===== config.mk =====
export PLATFORM = sky130hd
export DESIGN_NAME = pwr_table_spi
export DESIGN_NICKNAME = d
export VERILOG_FILES = /design/src/rtl/pt_pkg.sv /design/src/rtl/pt_spi_front.sv /design/src/rtl/pt_index.sv /design/src/rtl/pt_store.sv /design/src/rtl/pwr_table_spi.sv
export SDC_FILE = /design/constraint.sdc
export NUM_CORES = 1
export LEC_CHECK = 0
export ABC_CLOCK_PERIOD_IN_PS = 2700
export CAP_MARGIN = 10
export CELL_PAD_IN_SITES_DETAIL_PLACEMENT = 1
export CELL_PAD_IN_SITES_GLOBAL_PLACEMENT = 1
export CORE_ASPECT_RATIO = 1.1
export CORE_MARGIN = 2
export CORE_UTILIZATION = 47
export CTS_CLUSTER_DIAMETER = 30
export DETAILED_ROUTE_END_ITERATION = 8
export DONT_BUFFER_PORTS = 1
export PLACE_DENSITY = 0.87
export RECOVER_POWER = 100
export REMOVE_ABC_BUFFERS = 1
export SYNTH_ARGS = -nofsm -noshare
export SYNTH_HDL_FRONTEND = slang
export SYNTH_SLANG_ARGS = --single-unit

===== constraint.sdc =====
create_clock -name clk -period 2.7 [get_ports clk]
set_input_delay 0.54 -clock clk [delete_from_list [all_inputs] [get_ports clk]]
set_output_delay 0.54 -clock clk [all_outputs]
set_load 0.01 [all_outputs]

===== src/rtl/pt_pkg.sv =====
package pt_pkg;
  typedef enum logic [1:0] {
    ACC_HDR  = 2'd0,
    ACC_WR   = 2'd1,
    ACC_RD   = 2'd2,
    ACC_SKIP = 2'd3
  } acc_st_t;

  typedef struct packed {
    logic       rd;
    logic       burst;
    logic [5:0] addr;
  } hdr_t;
endpackage


===== src/rtl/pt_spi_front.sv =====
module pt_spi_front #(
  parameter int DATA_W      = 8,
  parameter int SYNC_STAGES = 2
) (
  input  logic              clk,
  input  logic              rst_n,
  input  logic              sck,
  input  logic              cs_n,
  input  logic              mosi,
  output logic              cs_idle,
  output logic              byte_done,
  output logic [DATA_W-1:0] rx_byte,
  output logic              sck_fall,
  output logic              bit_zero
);
  localparam int BIT_W = $clog2(DATA_W);
  localparam logic [BIT_W-1:0] LAST_BIT = BIT_W'(DATA_W - 1);

  logic [SYNC_STAGES-1:0] sck_s, cs_s, mosi_s;
  logic                   sck_d;
  logic [BIT_W-1:0]       bit_q, bit_n;
  logic [DATA_W-1:0]      sh_q, sh_n;
  logic                   sck_now, mosi_now, sck_rise;

  always_ff @(posedge clk or negedge rst_n) begin
    if (!rst_n) begin
      sck_s  <= '0;
      cs_s   <= '1;
      mosi_s <= '0;
      sck_d  <= 1'b0;
    end else begin
      sck_s  <= {sck_s[SYNC_STAGES-2:0], sck};
      cs_s   <= {cs_s[SYNC_STAGES-2:0], cs_n};
      mosi_s <= {mosi_s[SYNC_STAGES-2:0], mosi};
      sck_d  <= sck_now;
    end
  end

  assign sck_now  = sck_s[SYNC_STAGES-1];
  assign mosi_now = mosi_s[SYNC_STAGES-1];
  assign cs_idle  = cs_s[SYNC_STAGES-1];
  assign sck_rise = sck_now & ~sck_d;
  assign sck_fall = ~sck_now & sck_d;
  assign bit_zero = (bit_q == '0);
  assign rx_byte  = {sh_q[DATA_W-2:0], mosi_now};
  assign byte_done = sck_rise & ~cs_idle & (bit_q == LAST_BIT);

  always_comb begin
    bit_n = bit_q;
    sh_n  = sh_q;
    if (cs_idle) begin
      bit_n = '0;
    end else if (sck_rise) begin
      sh_n  = rx_byte;
      bit_n = (bit_q == LAST_BIT) ? '0 : bit_q + 1'b1;
    end
  end

  always_ff @(posedge clk or negedge rst_n) begin
    if (!rst_n) begin
      bit_q <= '0;
      sh_q  <= '0;
    end else begin
      bit_q <= bit_n;
      sh_q  <= sh_n;
    end
  end


  bit_clr_chk: assert property (@(posedge clk) disable iff (!rst_n)
    cs_idle |=> bit_q == '0);
endmodule


===== src/rtl/pt_index.sv =====
module pt_index #(
  parameter int DEPTH = 8,
  localparam int IDX_W = $clog2(DEPTH)
) (
  input  logic             clk,
  input  logic             rst_n,
  input  logic             clr,
  input  logic             adv,
  output logic [IDX_W-1:0] idx,
  output logic [IDX_W-1:0] idx_inc
);
  localparam logic [IDX_W-1:0] TOP = IDX_W'(DEPTH - 1);

  logic [IDX_W-1:0] idx_n;

  assign idx_inc = (idx == TOP) ? '0 : idx + 1'b1;

  always_comb begin
    idx_n = idx;
    if (clr)      idx_n = '0;
    else if (adv) idx_n = idx_inc;
  end

  always_ff @(posedge clk or negedge rst_n) begin
    if (!rst_n) idx <= '0;
    else        idx <= idx_n;
  end


  idx_clr_chk: assert property (@(posedge clk) disable iff (!rst_n)
    clr |=> idx == '0);

  idx_wrap_chk: assert property (@(posedge clk) disable iff (!rst_n)
    (adv && !clr && idx == TOP) |=> idx == '0);

  idx_step_chk: assert property (@(posedge clk) disable iff (!rst_n)
    (adv && !clr && idx != TOP) |=> idx == $past(idx) + 1'b1);
endmodule


===== src/rtl/pt_store.sv =====
module pt_store #(
  parameter int DEPTH  = 8,
  parameter int DATA_W = 8,
  localparam int IDX_W = $clog2(DEPTH)
) (
  input  logic              clk,
  input  logic              rst_n,
  input  logic              we,
  input  logic [IDX_W-1:0]  waddr,
  input  logic [DATA_W-1:0] wdata,
  input  logic              sleep,
  input  logic [IDX_W-1:0]  raddr_a,
  output logic [DATA_W-1:0] rdata_a,
  input  logic [IDX_W-1:0]  raddr_b,
  output logic [DATA_W-1:0] rdata_b
);
  logic [DATA_W-1:0] view [DEPTH];

  for (genvar k = 0; k < DEPTH; k++) begin : g_ent
    logic [DATA_W-1:0] q, n;
    logic              hit;

    assign hit = we && (waddr == IDX_W'(k));

    if (k == 0) begin : g_keep
      always_comb begin
        n = q;
        if (hit) n = wdata;
      end

      keep_e0_chk: assert property (@(posedge clk) disable iff (!rst_n)
        (sleep && !hit) |=> $stable(q));
    end else begin : g_lose
      always_comb begin
        n = q;
        if (sleep)    n = '0;
        else if (hit) n = wdata;
      end

      sleep_clr_chk: assert property (@(posedge clk) disable iff (!rst_n)
        sleep |=> q == '0);
    end

    always_ff @(posedge clk or negedge rst_n) begin
      if (!rst_n) q <= '0;
      else        q <= n;
    end

    assign view[k] = q;
  end

  assign rdata_a = view[raddr_a];
  assign rdata_b = view[raddr_b];
endmodule


===== src/rtl/pwr_table_spi.sv =====
module pwr_table_spi #(
  parameter int          DEPTH       = 8,
  parameter int          DATA_W      = 8,
  parameter logic [5:0]  TBL_ADDR    = 6'h3E,
  parameter int          SYNC_STAGES = 2,
  localparam int         IDX_W       = $clog2(DEPTH)
) (
  input  logic              clk,
  input  logic              rst_n,
  input  logic              spi_sck,
  input  logic              spi_cs_n,
  input  logic              spi_mosi,
  output logic              spi_miso,
  input  logic              sleep_req,
  input  logic [IDX_W-1:0]  pa_sel,
  output logic [DATA_W-1:0] pa_level
);
  import pt_pkg::*;

  logic [1:0]        rst_sync;
  logic              rst_sn;
  logic              cs_idle, byte_done, sck_fall, bit_zero;
  logic [DATA_W-1:0] rx_byte, rd_a, tx_q, tx_n;
  logic [IDX_W-1:0]  idx, idx_inc, rd_addr;
  logic              we, adv, burst_q, burst_n;
  acc_st_t           st_q, st_n;
  hdr_t              hdr;

  always_ff @(posedge clk or negedge rst_n) begin
    if (!rst_n) rst_sync <= '0;
    else        rst_sync <= {rst_sync[0], 1'b1};
  end
  assign rst_sn = rst_sync[1];

  pt_spi_front #(.DATA_W(DATA_W), .SYNC_STAGES(SYNC_STAGES)) u_front (
    .clk(clk), .rst_n(rst_sn), .sck(spi_sck), .cs_n(spi_cs_n), .mosi(spi_mosi),
    .cs_idle(cs_idle), .byte_done(byte_done), .rx_byte(rx_byte),
    .sck_fall(sck_fall), .bit_zero(bit_zero)
  );

  pt_index #(.DEPTH(DEPTH)) u_idx (
    .clk(clk), .rst_n(rst_sn), .clr(cs_idle), .adv(adv),
    .idx(idx), .idx_inc(idx_inc)
  );

  assign rd_addr = (st_q == ACC_RD) ? idx_inc : idx;

  pt_store #(.DEPTH(DEPTH), .DATA_W(DATA_W)) u_store (
    .clk(clk), .rst_n(rst_sn), .we(we), .waddr(idx), .wdata(rx_byte),
    .sleep(sleep_req), .raddr_a(rd_addr), .rdata_a(rd_a),
    .raddr_b(pa_sel), .rdata_b(pa_level)
  );

  assign hdr = hdr_t'(rx_byte[7:0]);

  always_comb begin
    st_n    = st_q;
    burst_n = burst_q;
    tx_n    = tx_q;
    we      = 1'b0;
    adv     = 1'b0;
    if (cs_idle) begin
      st_n = ACC_HDR;
      tx_n = '0;
    end else if (byte_done) begin
      unique case (st_q)
        ACC_HDR: begin
          if (hdr.addr == TBL_ADDR) begin
            burst_n = hdr.burst;
            if (hdr.rd) begin
              st_n = ACC_RD;
              tx_n = rd_a;
            end else begin
              st_n = ACC_WR;
            end
          end else begin
            st_n = ACC_SKIP;
          end
        end
        ACC_WR: begin
          we  = 1'b1;
          adv = 1'b1;
          if (!burst_q) st_n = ACC_SKIP;
        end
        ACC_RD: begin
          adv = 1'b1;
          if (burst_q) begin
            tx_n = rd_a;
          end else begin
            st_n = ACC_SKIP;
            tx_n = '0;
          end
        end
        default: ;
      endcase
    end else if (sck_fall && !bit_zero && st_q == ACC_RD) begin
      tx_n = {tx_q[DATA_W-2:0], 1'b0};
    end
  end

  always_ff @(posedge clk or negedge rst_sn) begin
    if (!rst_sn) begin
      st_q    <= ACC_HDR;
      burst_q <= 1'b0;
      tx_q    <= '0;
    end else begin
      st_q    <= st_n;
      burst_q <= burst_n;
      tx_q    <= tx_n;
    end
  end

  assign spi_miso = tx_q[DATA_W-1];


  single_once_chk: assert property (@(posedge clk) disable iff (!rst_sn)
    (st_q == ACC_WR && !burst_q && byte_done && !cs_idle) |=> st_q == ACC_SKIP);

  wr_only_in_wr_chk: assert property (@(posedge clk) disable iff (!rst_sn)
    we |-> st_q == ACC_WR);

  skip_quiet_chk: assert property (@(posedge clk) disable iff (!rst_sn)
    (st_q == ACC_SKIP) |-> !spi_miso);
endmodule


## After elaboration in Yosys (flattened, before gate mapping)

Index checks and enable logic that the tools add are counted.

| word-level totals | value |
|---|---|
| register bits | 97 |
| input bits | 9 |
| output and inout port bits | 9 |
| word-level logic and storage cells | 124 |

| cells by class | value |
|---|---|
| add/subtract/negate cells | 2 |
| $lt $le $gt $ge | 2 |
| eq/ne operators | 15 |
| muxes and demuxes | 46 |
| bitwise logic cells | 9 |
| reductions and logical operators | 31 |

Operators by type and width:

| kind | count |
|---|---|
| 8-bit two-way mux | 24 |
| 8-bit binary-select mux with 3-bit select | 2 |
| 3-bit two-way mux | 7 |
| 2-bit nonzero test | 10 |
| 8-bit one-hot mux with 2 select lines | 1 |
| 3-bit equality test (second input constant) | 5 |
| 1-bit logical AND | 10 |
| 2-bit two-way mux | 5 |
| 4-bit >= comparator (second input constant) | 2 |
| 3-bit inverter with 4-bit output | 2 |
| 4-bit AND reduction | 2 |
| 3-bit by 1-bit adder with 3-bit output (second input constant) | 2 |
| 3-bit by 2-bit equality test with 1-bit output (second input constant) | 2 |
| 6-bit equality test (second input constant) | 1 |
| 3-bit zero test | 2 |
| 1-bit two-way mux | 6 |
| 3-bit nonzero test | 2 |
| 1-bit AND | 4 |
| 4-bit by 1-bit inequality test with 1-bit output (second input constant) | 1 |
| 4-bit by 2-bit inequality test with 1-bit output (second input constant) | 1 |
| 4-bit by 3-bit inequality test with 1-bit output (second input constant) | 1 |
| 2-bit one-hot mux with 2 select lines | 1 |
| 3-bit by 1-bit equality test with 1-bit output (second input constant) | 1 |
| 3-bit by 2-bit inequality test with 1-bit output (second input constant) | 1 |
| 8 further kinds | 10 |

## Depth between registers and ports, before layout

| depth | value |
|---|---|
| word-level depth | 12 |
| gate-level depth with buffers | 11 |
| mapped depth without buffers | 7 |

## Cells and area by module

A second synthesis with hierarchy kept.

| second synthesis, totals | value |
|---|---|
| cells, all modules | 449 |
| area total of the unflattened synthesis | 5402.7 µm² |

Modules (own cells, without submodules):

| module | times used | cells each | area each (µm²) | seq. area each (µm²) |
|---|---|---|---|---|
| pt_store | 1 | 311 | 3747.3 | 1601.5 |
| pwr_table_spi | 1 | 80 | 809.5 | 325.3 |
| pt_spi_front | 1 | 45 | 690.7 | 427.9 |
| pt_index | 1 | 13 | 155.1 | 75.1 |

## Least setup slack after synthesis

No wires, ideal clock.

| path | value |
|---|---|
| path kind | reg2reg |
| from | register u_idx.idx[1] |
| to | register tx_q[7] |
| library setup time | 0.128 ns |
| data arrival time | 2.459 ns |
| data required time | 2.572 ns |
| slack | 0.113 ns |
| stages on the path, launching flop included | 12 |
| path buffers | 4 |
| clock period less this slack | 2.587 ns |
| path through | dfrtp_1 -> clkbuf_1 -> inv_1 -> ha_1 -> buf_6 -> nor2b_4 -> buf_6 -> a21o_1 -> buf_6 -> mux4_2 -> a32oi_1 -> a31oi_1 |

| between the ends | value |
|---|---|
| cells in the longest elaborated chain, start to end | 12 |
| elaborated cells between the ends (all ways) | 14 |
| those cells by class | add/sub: 1; eq/ne: 1; mux: 11; bitwise: 1 |

Ends and longest elaborated chain:

| item | RTL line | source |
|---|---|---|
| start: declaration | pt_index.sv:9 | `output logic [IDX_W-1:0] idx,` |
| start signal: assignment | pt_index.sv:26 | `else idx <= idx_n;` |
| 3-bit by 1-bit adder with 3-bit output or 3-bit equality test (tied branches) | pt_index.sv:16 | `assign idx_inc = (idx == TOP) ? '0 : idx + 1'b1;` |
| 3-bit two-way mux | pt_index.sv:16 |  |
| 3-bit two-way mux * | pwr_table_spi.sv:46 | `assign rd_addr = (st_q == ACC_RD) ? idx_inc : idx;` |
| 3-bit inverter with 4-bit output (not written as such) * | pt_store.sv:52 | `assign rdata_a = view[raddr_a];` |
| 8-bit binary-select mux with 3-bit select * | pt_store.sv:52 |  |
| 8-bit two-way mux (not written as such) * (2 in series) | pt_store.sv:52 |  |
| 8-bit two-way mux | pwr_table_spi.sv:70 | `if (hdr.rd) begin` |
| 8-bit two-way mux | pwr_table_spi.sv:68 | `if (hdr.addr == TBL_ADDR) begin` |
| 8-bit one-hot mux with 2 select lines * | pwr_table_spi.sv:66 | `unique case (st_q)` |
| 8-bit two-way mux * | pwr_table_spi.sv:65 | `end else if (byte_done) begin` |
| 8-bit two-way mux * | pwr_table_spi.sv:62 | `if (cs_idle) begin` |
| end signal: assignment | pwr_table_spi.sv:109 | `tx_q <= tx_n;` |
| end: declaration | pwr_table_spi.sv:23 | `logic [DATA_W-1:0] rx_byte, rd_a, tx_q, tx_n;` |

Mark *: on every way between the ends. The rest lies on a longest branch, timed or not. The select of a mux whose other input is x is not followed.
A chain may end at the register's enable or synchronous reset.

## Worst setup path in the final report

| path | value |
|---|---|
| from | register u_idx.idx[1] |
| to | register tx_q[1] |

The elaborated chain is that of the path after synthesis.

==> flow_summary.ini <==
[pwr]
power.switching_uw = 784.4
power.share.clock = 0.419
p_sw_frac = 0.2503
power_density_nw_per_um2 = 514.3
seq_power_share = 0.540
ir_drop_uv = 308.0
power_leakage_uw = 0.002887
internal_power_uw = 2349
pwr-share-comb = 0.041

[cells_and_area]
syn_to_final_growth_pct = 6.101
n_antenna_cell = 0
fin_area_sq_um = 6092
drive_gt1_frac = 0.1638
final_nets = 536
fillers = 1276
utilization = 0.5085

[placed_design]
port_buffers = 0
gp_congestion = 0.8923
placed_area_sq_um = 5822
hpwl_mm = 11.30
pre_cts_ws_ps = 272.2

[critical_path]
max_stage_delay_ps = 430
crit_chain = ha_1 > ha_1 > clkbuf_2 > nand2b_1 > nor2_1 > a21oi_1 > a221o_1 > a41oi_1
cp_max_fo = 12
crit_arrival_ps = 2790
path_common_cell = ha_1
cpLargestDelayFamily = compound AO/OA/AOI/OAI gates
path_buf_inv = 1
crit_slowest_cell = dfrtp_1
cp.required_ps = 2950
path_class = flop to flop
worstSetupStartpointType = flop
critPathCaptureType = flop

[sta]
rsz0062_at_grt = no
min_period_ps = 2541
max_freq_ghz = 0.3935
layout_setup_ws_ps = 158.6
fin_setup_tns_ps = 0
worst_slew_pin_slew_ps = 1452
timing.slew.headroom = 0.03221
period_share = 0.9413
slew_violations = 0
setup_viol = 0
final_hold_viol_count = 0
final.setup_skew_ps = 7.212

[floorplan]
die_h_microns = 119.9
io-pin-count = 18
rows = 42
initial_core_util = 0.4792
die_x_microns = 109.4
die_area_sq_um = 13120
core_sq_um = 11980

[routing]
ant_nets = 0
drt-initial-drc-count = 342
avgViaCountPerCell = 6.486
vias = 4365
wl_mm = 16.57
post-route-drc-count = 0
wire_per_inst_microns = 24.62
drt-pass1-iter-count = 5

[global_routing]
grt_usage = 0.2701
grt_start_max_net_pins = 61
antenna_found_initial = 0
grt_pass1_wl_mm = 26.72
overflow = 0
grt_pass1_vias = 4733

[yosys]
avgSynthCellArea_sq_um = 10.85
synth_compound_area_frac = 0.1090
synthCells = 529
synth_ff_type = dfrtp_1
ys_seq_elements = 97
synth_top_family_by_area = multiplexers
synthAdderAreaFrac = 0.02833
synthSimpleGateAreaFrac = 0.1338
yosysUniqueCellTypes = 59
synth_xor_area_frac = 0
synthArstFlopShare = 1.000
yosysSeqAreaShare = 0.4232
syn-cell-area_sq_um = 5742
synth_edf_count = 0
yosys_warnings = 0
muxShareOfSynthArea = 0.2506

[clock_network]
cts_tree = yes
cts_max_path_buffers = 2
htreeDepth = 3
numCtsBuffers = 9
insertion_delay_ps = 340
cts_sinks = 97
cts_root_buf = clkbuf_16
path_clk_slew_ps = 60

[run]
max_cap_viol_count = 0

[hold_path]
hold_path_class = input pin to flop

[status]
status = finished, final reports clean
==> Yosys cell counts, drive strengths merged (5+ instances only) <==
cell / n / area, sq um
inv: 13 / 48.80
a21oi: 26 / 133.9
a221o: 5 / 51.30
a211o: 8 / 70.07
mux2: 24 / 270.3
nor2b: 6 / 45.04
nor2: 78 / 292.8
buf: 19 / 135.1
and3b: 8 / 70.07
ha: 13 / 162.7
a32oi: 5 / 43.79
mux2i: 74 / 740.7
mux4: 19 / 427.9
dfrtp: 95 / 2377
clkbuf: 26 / 128.9
a211oi: 10 / 75.07
nand2: 39 / 146.4
a31o: 5 / 43.79
==> metrics by stage <==
| stage | std cells | power [uW] | hold slack [ps] |
|---|---|---|---|
| 2_1_floorplan | 484 | 1745 | 244.4 |
| 3_3_place_gp | 656 | 1834 | 244.5 |
| 3_5_place_dp | 656 | 1855 | 244.5 |
| 4_1_cts | 673 | 3174 | 185.7 |
| 5_1_grt | 673 | 3245 | 178.5 |
| 6_report | 673 | 3133 | 195.7 |
==> cells by family (layout without fill, tap and decap cells) <==
| kind of cell | count (synthesis) | after routing |
|---|---|---|
| flip-flops | 97 | 97 |
| AO/OA/AOI/OAI | 85 | 85 |
| multiplexers | 117 | 117 |
| buffers and inverters | 58 | 48 |
| adder cells (fa/ha/maj) | 13 | 13 |
| AND/OR/NAND/NOR | 158 | 158 |
| other | 1 | 1 |
==> per-layer routing <==
layer,vias to the layer above,track usage,wire [microns]
met5,-,0,0
met4,0,0.1060,447
met3,33,0.04237,610
met2,121,0.4491,8466
met1,2345,0.3513,7043
li1,1866,-,-
==> final cells by class <==
cell class	instances	area (sq um)	share of cell area
Sequential cell	97	2430	0.3988
Inverter	13	48.80	0.008010
Clock buffer	11	252.7	0.04149
Tap cell	154	192.7	0.03163
Clock inverter	5	53.80	0.008831
Multi-Input combinational cell	374	2988	0.4905
Timing Repair Buffer	19	126.4	0.02074
==> layout by cell type, fill, tap and decap left out, types with 9 or more instances in the layout <==
master	instances
a21oi_1	25
inv_1	13
dfrtp_1	95
ha_1	13
clkbuf_16	9
nor2_1	78
mux2_2	16
buf_4	10
nand2_1	39
a211oi_1	10
mux4_2	19
mux2i_1	74
==> registers in the layout (all words and copies together) (netlist names), 3 cells and up <==
signal           flops
u_front.bit_q        3
u_idx.idx            3
tx_q                 8
u_front.sh_q         7
u_store.g_ent.q     64
==> path summary, 6_finish.rpt <==
path	from	endpoint	slack, ps	depth (start not counted)
setup reg to reg	u_idx.idx[1]	tx_q[1]	160	8
hold / removal	spi_cs_n	u_front.cs_s[0]	200	0
setup / recovery	u_idx.idx[1]	tx_q[1]	160	8
max in group asynchronous	rst_sync[1]	u_store.g_ent[5].q[3]	450	1
hold reg to reg	u_front.sck_s[0]	u_front.sck_s[1]	350	0
min in group asynchronous	rst_n	rst_sync[1]	430	1
==> power groups by stage <==
stage	clock network, uW	logic [uW]	registers, uW
global route	1390	146	1710
finish	1310	129	1690
CTS	1340	136	1700
floorplan	0	94.9	1650
global placement	0	126	1710
detailed placement	0	132	1720
==> repair_timing <==
item / CTS / global route
endpoints found under the setup margin: 0 / 2
setup buffers: 0 / 0
endpoints found under the hold margin: 2 / 0
gates resized for setup: 0 / 1
hold buffers: 1 / 0
Note: power is estimated with default switching activity, not from simulation.
